$ cat src/rtl/drl_pkg.sv
package drl_pkg;
  typedef struct packed {
    logic t;
    logic f;
  } drl_t;

  typedef enum logic [1:0] {
    DRL_AND = 2'd0,
    DRL_OR  = 2'd1,
    DRL_XOR = 2'd2,
    DRL_MUX = 2'd3
  } drl_mode_e;

  // complement of a dual-rail value is a rail swap; spacer maps to spacer
  function automatic drl_t drl_inv(input drl_t v);
    drl_inv = '{t: v.f, f: v.t};
  endfunction

  function automatic logic drl_valid(input drl_t v);
    drl_valid = v.t | v.f;
  endfunction
endpackage

$ cat src/rtl/drl_encode.sv
module drl_encode #(
  parameter int W = 1
) (
  input  logic         phase,
  input  logic [W-1:0] here,
  input  logic [W-1:0] d,
  output logic [W-1:0] q_t,
  output logic [W-1:0] q_f
);
  for (genvar i = 0; i < W; i++) begin : g_bit
    assign q_t[i] = phase & here[i] &  d[i];
    assign q_f[i] = phase & here[i] & ~d[i];
  end
endmodule

$ cat src/rtl/drl_cell.sv
module drl_cell
  import drl_pkg::*;
(
  input  drl_t ip1,
  input  drl_t ip2,
  input  drl_t sel,
  output drl_t o
);
  // select pair 0,0 turns the evaluation paths off: both outputs low
  assign o.t = (ip1.t & sel.t) | (ip2.t & sel.f) | (sel.t & sel.f);
  assign o.f = (ip1.f & sel.t) | (ip2.f & sel.f) | (sel.t & sel.f);
endmodule

$ cat src/rtl/drl_stage.sv
module drl_stage
  import drl_pkg::*;
(
  input  drl_mode_e md,
  input  drl_t      a,
  input  drl_t      b,
  input  drl_t      m,
  output drl_t      y,
  output logic      early
);
  drl_t ip1, ip2, sel;

  always_comb begin
    sel = b;
    unique case (md)
      DRL_AND: begin ip1 = a;          ip2 = b; end
      DRL_OR:  begin ip1 = b;          ip2 = a; end
      DRL_XOR: begin ip1 = drl_inv(a); ip2 = a; end
      default: begin ip1 = a;          ip2 = m; end
    endcase
  end

  drl_cell u_cell (
    .ip1 (ip1),
    .ip2 (ip2),
    .sel (sel),
    .o   (y)
  );

  assign early = drl_valid(y) & ~(drl_valid(a) & drl_valid(b));
endmodule

$ cat src/rtl/drl_chain.sv
module drl_chain
  import drl_pkg::*;
#(
  parameter int STAGES = 4
) (
  input  logic                  clk,
  input  logic                  rst,
  input  logic                  eval_en,
  input  logic [STAGES:0]       arrive,
  input  logic [STAGES:0]       opnd,
  input  logic [STAGES-1:0]     mdat,
  input  logic [2*STAGES-1:0]   mode,
  output logic [STAGES-1:0]     rail_t,
  output logic [STAGES-1:0]     rail_f,
  output logic                  early
);
  localparam int NOPS = STAGES + 1;

  logic [NOPS-1:0]   op_t, op_f;
  logic [STAGES-1:0] md_t, md_f;
  logic [STAGES-1:0] y_t, y_f, early_v;

  drl_encode #(.W(NOPS)) u_enc_op (
    .phase (eval_en),
    .here  (arrive),
    .d     (opnd),
    .q_t   (op_t),
    .q_f   (op_f)
  );

  drl_encode #(.W(STAGES)) u_enc_md (
    .phase (eval_en),
    .here  ({STAGES{1'b1}}),
    .d     (mdat),
    .q_t   (md_t),
    .q_f   (md_f)
  );

  for (genvar k = 0; k < STAGES; k++) begin : g_stage
    drl_t a_in, b_in, m_in, y_out;
    if (k == 0) begin : g_head
      assign a_in = '{t: op_t[0], f: op_f[0]};
    end else begin : g_link
      assign a_in = '{t: y_t[k-1], f: y_f[k-1]};
    end
    assign b_in = '{t: op_t[k+1], f: op_f[k+1]};
    assign m_in = '{t: md_t[k], f: md_f[k]};

    drl_stage u_stage (
      .md    (drl_mode_e'(mode[2*k +: 2])),
      .a     (a_in),
      .b     (b_in),
      .m     (m_in),
      .y     (y_out),
      .early (early_v[k])
    );
    assign y_t[k] = y_out.t;
    assign y_f[k] = y_out.f;
  end

  always_ff @(posedge clk) begin
    if (rst) begin
      rail_t <= '0;
      rail_f <= '0;
      early  <= 1'b0;
    end else begin
      rail_t <= y_t;
      rail_f <= y_f;
      early  <= |early_v;
    end
  end
endmodule

$ cat config.mk
export PLATFORM = sky130hd
export DESIGN_NAME = drl_chain
export DESIGN_NICKNAME = d
export VERILOG_FILES = /design/src/rtl/drl_pkg.sv /design/src/rtl/drl_encode.sv /design/src/rtl/drl_cell.sv /design/src/rtl/drl_stage.sv /design/src/rtl/drl_chain.sv
export SDC_FILE = /design/constraint.sdc
export NUM_CORES = 1
export LEC_CHECK = 0
export BUFFER_PORTS_ARGS = -buffer_cell sky130_fd_sc_hd__buf_4
export CORE_MARGIN = 3
export CORE_UTILIZATION = 56
export DETAILED_ROUTE_END_ITERATION = 8
export HOLD_SLACK_MARGIN = 0.08
export PLACE_DENSITY = 0.95
export SLEW_MARGIN = 20
export SYNTH_ARGS = -nofsm -noshare
export SYNTH_HDL_FRONTEND = slang
export SYNTH_SLANG_ARGS = --single-unit
export TNS_END_PERCENT = 100
$ cat constraint.sdc
create_clock -name clk -period 3.7 [get_ports clk]
set_input_delay 0.37 -clock clk [delete_from_list [all_inputs] [get_ports clk]]
set_output_delay 0.37 -clock clk [all_outputs]
set_load 0.03 [all_outputs]
==> results by group <==
STA
  • RSZ-0062 raised after global routing: no
  • Final hold vios: 0
  • Minimum clock period: roughly 2.7 ns
  • Fin Hold WS: 0.3540 ns
  • Setup TNS: 0 ns
  • Worst relative slew slack: about two thirds
  • Slew Viols, Final: 0
  • Final setup viols: 0
  • Worst Tran Pin Value: 0.4905 ns
  • Period utilization: 72.02%
  • Fmax: between 300 and 400 MHz

Synthesis
  • Post-Syn Area per Cell: 7.903 µm²
  • Post-synth top cells: 16 x ha_1, 16 x inv_1, 15 x nor2_1
  • Area leader, netlist: ha_1
  • Yosys cell types: between 40 and 50
  • EDFF count, synth: 0
  • Register area share after synthesis: 14.71%
  • Yosys warnings: 0
  • Top post-synthesis cells by area: ha_1 16%, dfxtp_1 15%, inv_1 4.9%
  • Post-synth ARST share: 0%
  • Syn nets: 196
  • Register bit total from synthesis: 9
  • Syn Inst Count: ~160
  • Prevailing post-synth register cell: dfxtp_1
  • Post-synthesis cell area: 1225 µm²
  • Yosys top cell area share: about 16%

Critical path
  • Worst setup SP type: input pin
  • Slowest CP cell: a2111oi_2
  • CP bufs+invs: 2
  • Crit path cell chain: buf_4 > inv_1 > ha_1 > nand4b_2 > a2111oi_2 > o41a_1 > or2_0 > a32oi_2 > a21oi_2 > nor2_2 > o21ba_1 > a22o_1
  • Worst EP arrival: 2.81 ns
  • Setup CP Type: in2reg
  • Crit-path max cell delay: 0.48 ns
  • Crit path required time: 3.84 ns
  • Kind of end point of the critical path: register
  • CP delay by family, top: compound AO/OA/AOI/OAI gates
  • Crit Path Max Fanout: 6

Clocking
  • Root buf cell: clkbuf_4
  • Clock Path Buffers: 2
  • Post-CTS Resized: 0
  • CTS Sinks: 9
  • Clock buffer count from CTS: 3
  • CTS tree: built
  • H-tree Lvls: 1
  • CTS Hold Bufs: 0
  • # Post-CTS Setup Buffers: 0
  • Register clock-pin slew on the reported worst setup and hold paths: around 0.060 ns

Final layout
  • Layout Nets: 231
  • Share of layout cells above drive strength 1: between 20% and 30%
  • Syn-to-layout area delta: 22.98%
  • Fin util: 74.51%
  • Antenna diodes: 0
  • Fill count: 157

Placed design
  • Routability Congestion: just under 0.9
  • Number of I/O port buffers: 33
  • DP Wirelength: 2.491 mm

Global route
  • First-pass GRT wire length: 4.857 mm
  • Total Routing Usage GR: between 20% and 30%
  • Total gr overflow: 0
  • Initial antenna violation count: 0
  • Vias in the first global route: 1221
  • Largest net degree at the start of global routing: 20

Floorplan
  • DIE AREA: 2785 µm²
  • Initial Util: 60.58%
  • Std cell rows: 16
  • I/O pin cnt: 34
  • Chip width: 52.77 µm
  • Core area: 2022 µm²
  • Die Y: 52.77 µm

Detailed routing
  • DRT Pass-1 Iters: 4
  • Post-DR wirelength/cell: about 14 µm
  • Initial DRC count: 31
  • Routed via count: 1289
  • WL final: 2.958 mm
  • Vias per cell: slightly below 6
  • DRC errors left: 0
  • Routed Antenna Nets: 0

Run status
  • Status: complete, no violations

Power and ir drop
  • Pwr Density: 198.3 nW/µm²
  • Leak: roughly 0.64 nW
  • Peak supply drop: around 0.14 mV

Min path
  • Worst hold-check path type: in2reg

Flow run
  • Max cap viols: 0
## where the power goes
| part | internal [W] | switching [W] |
|---|---|---|
| logic | 0.0000529 | 0.0000730 |
| clock network | 0.0000413 | 0.0000304 |
| registers | 0.000100 | 0.000000841 |
| total | 0.000195 | 0.000104 |
## worst paths after layout
| check | start | cells past startpoint | end | slack (ns) |
|---|---|---|---|---|
| worst max-delay path | mode[0] | 12 | early | 1.04 |
| worst min-delay path | rst | 2 | rail_t[2] | 0.35 |
## flip-flops by register name, indices dropped and copies added (netlist names)
signal,cells
early,1
rail_f,4
rail_t,4
## placed cells by master (no fill, tap or decap), types with 2 or more instances in the layout
| cell type | count |
|---|---|
| a2111oi_2 | 3 |
| a211oi_1 | 4 |
| a21oi_1 | 8 |
| and2_1 | 4 |
| buf_4 | 33 |
| clkbuf_4 | 3 |
| dfxtp_1 | 9 |
| ha_1 | 16 |
| inv_1 | 16 |
| mux2i_1 | 2 |
| nand2_1 | 7 |
| nand2b_1 | 2 |
| nand3_1 | 5 |
| nand3b_1 | 4 |
| nand4_1 | 4 |
| nand4b_1 | 4 |
| nor2_1 | 15 |
| nor2_2 | 2 |
| nor2b_1 | 5 |
| nor3_1 | 9 |
| o211ai_1 | 4 |
| o21ai_0 | 7 |
| o22ai_1 | 2 |
| or2_2 | 2 |
## routing by layer
metal	GRT usage, %	routed length, µm	vias up
met1	25.13	1232	594
met5	0	0	-
met2	41.94	1541	52
li1	-	-	641
met3	1.994	168	2
met4	8.936	15	0
## cell families (layout without fill, tap and decap cells)
group / count (synthesis) / count (layout) / synth area share (%)
mux: 2 / 2 / 1.634
buf+inv: 19 / 53 / 7.048
compound gates: 41 / 41 / 29.42
simple gates: 68 / 68 / 30.85
fa+ha+maj: 16 / 16 / 16.34
flops: 9 / 9 / 14.71
## area by class of cell
class	instances	area, µm²	share of cell area, %
Inverter	16	60.06	3.987
Multi-Input combinational cell	127	958.4	63.62
Timing Repair Buffer	33	247.7	16.45
Sequential cell	9	180.2	11.96
Clock buffer	4	26.28	1.744
Tap cell	27	33.78	2.243
## per-stage QoR
step | std cells | total power [W] | worst slack (ns) | cell area (µm²)
4_1_cts | 216 | 0.0003000 | 1.097 | 1506
3_3_place_gp | 212 | 0.0002214 | 0.9169 | 1480
2_1_floorplan | 155 | 0.0001822 | 1.168 | 1225
5_1_grt | 216 | 0.0003163 | 0.8711 | 1506
3_5_place_dp | 212 | 0.0002273 | 0.8335 | 1480
6_report | 216 | 0.0002987 | 1.035 | 1506
No activity file was read; power rests on OpenSTA's default activity.
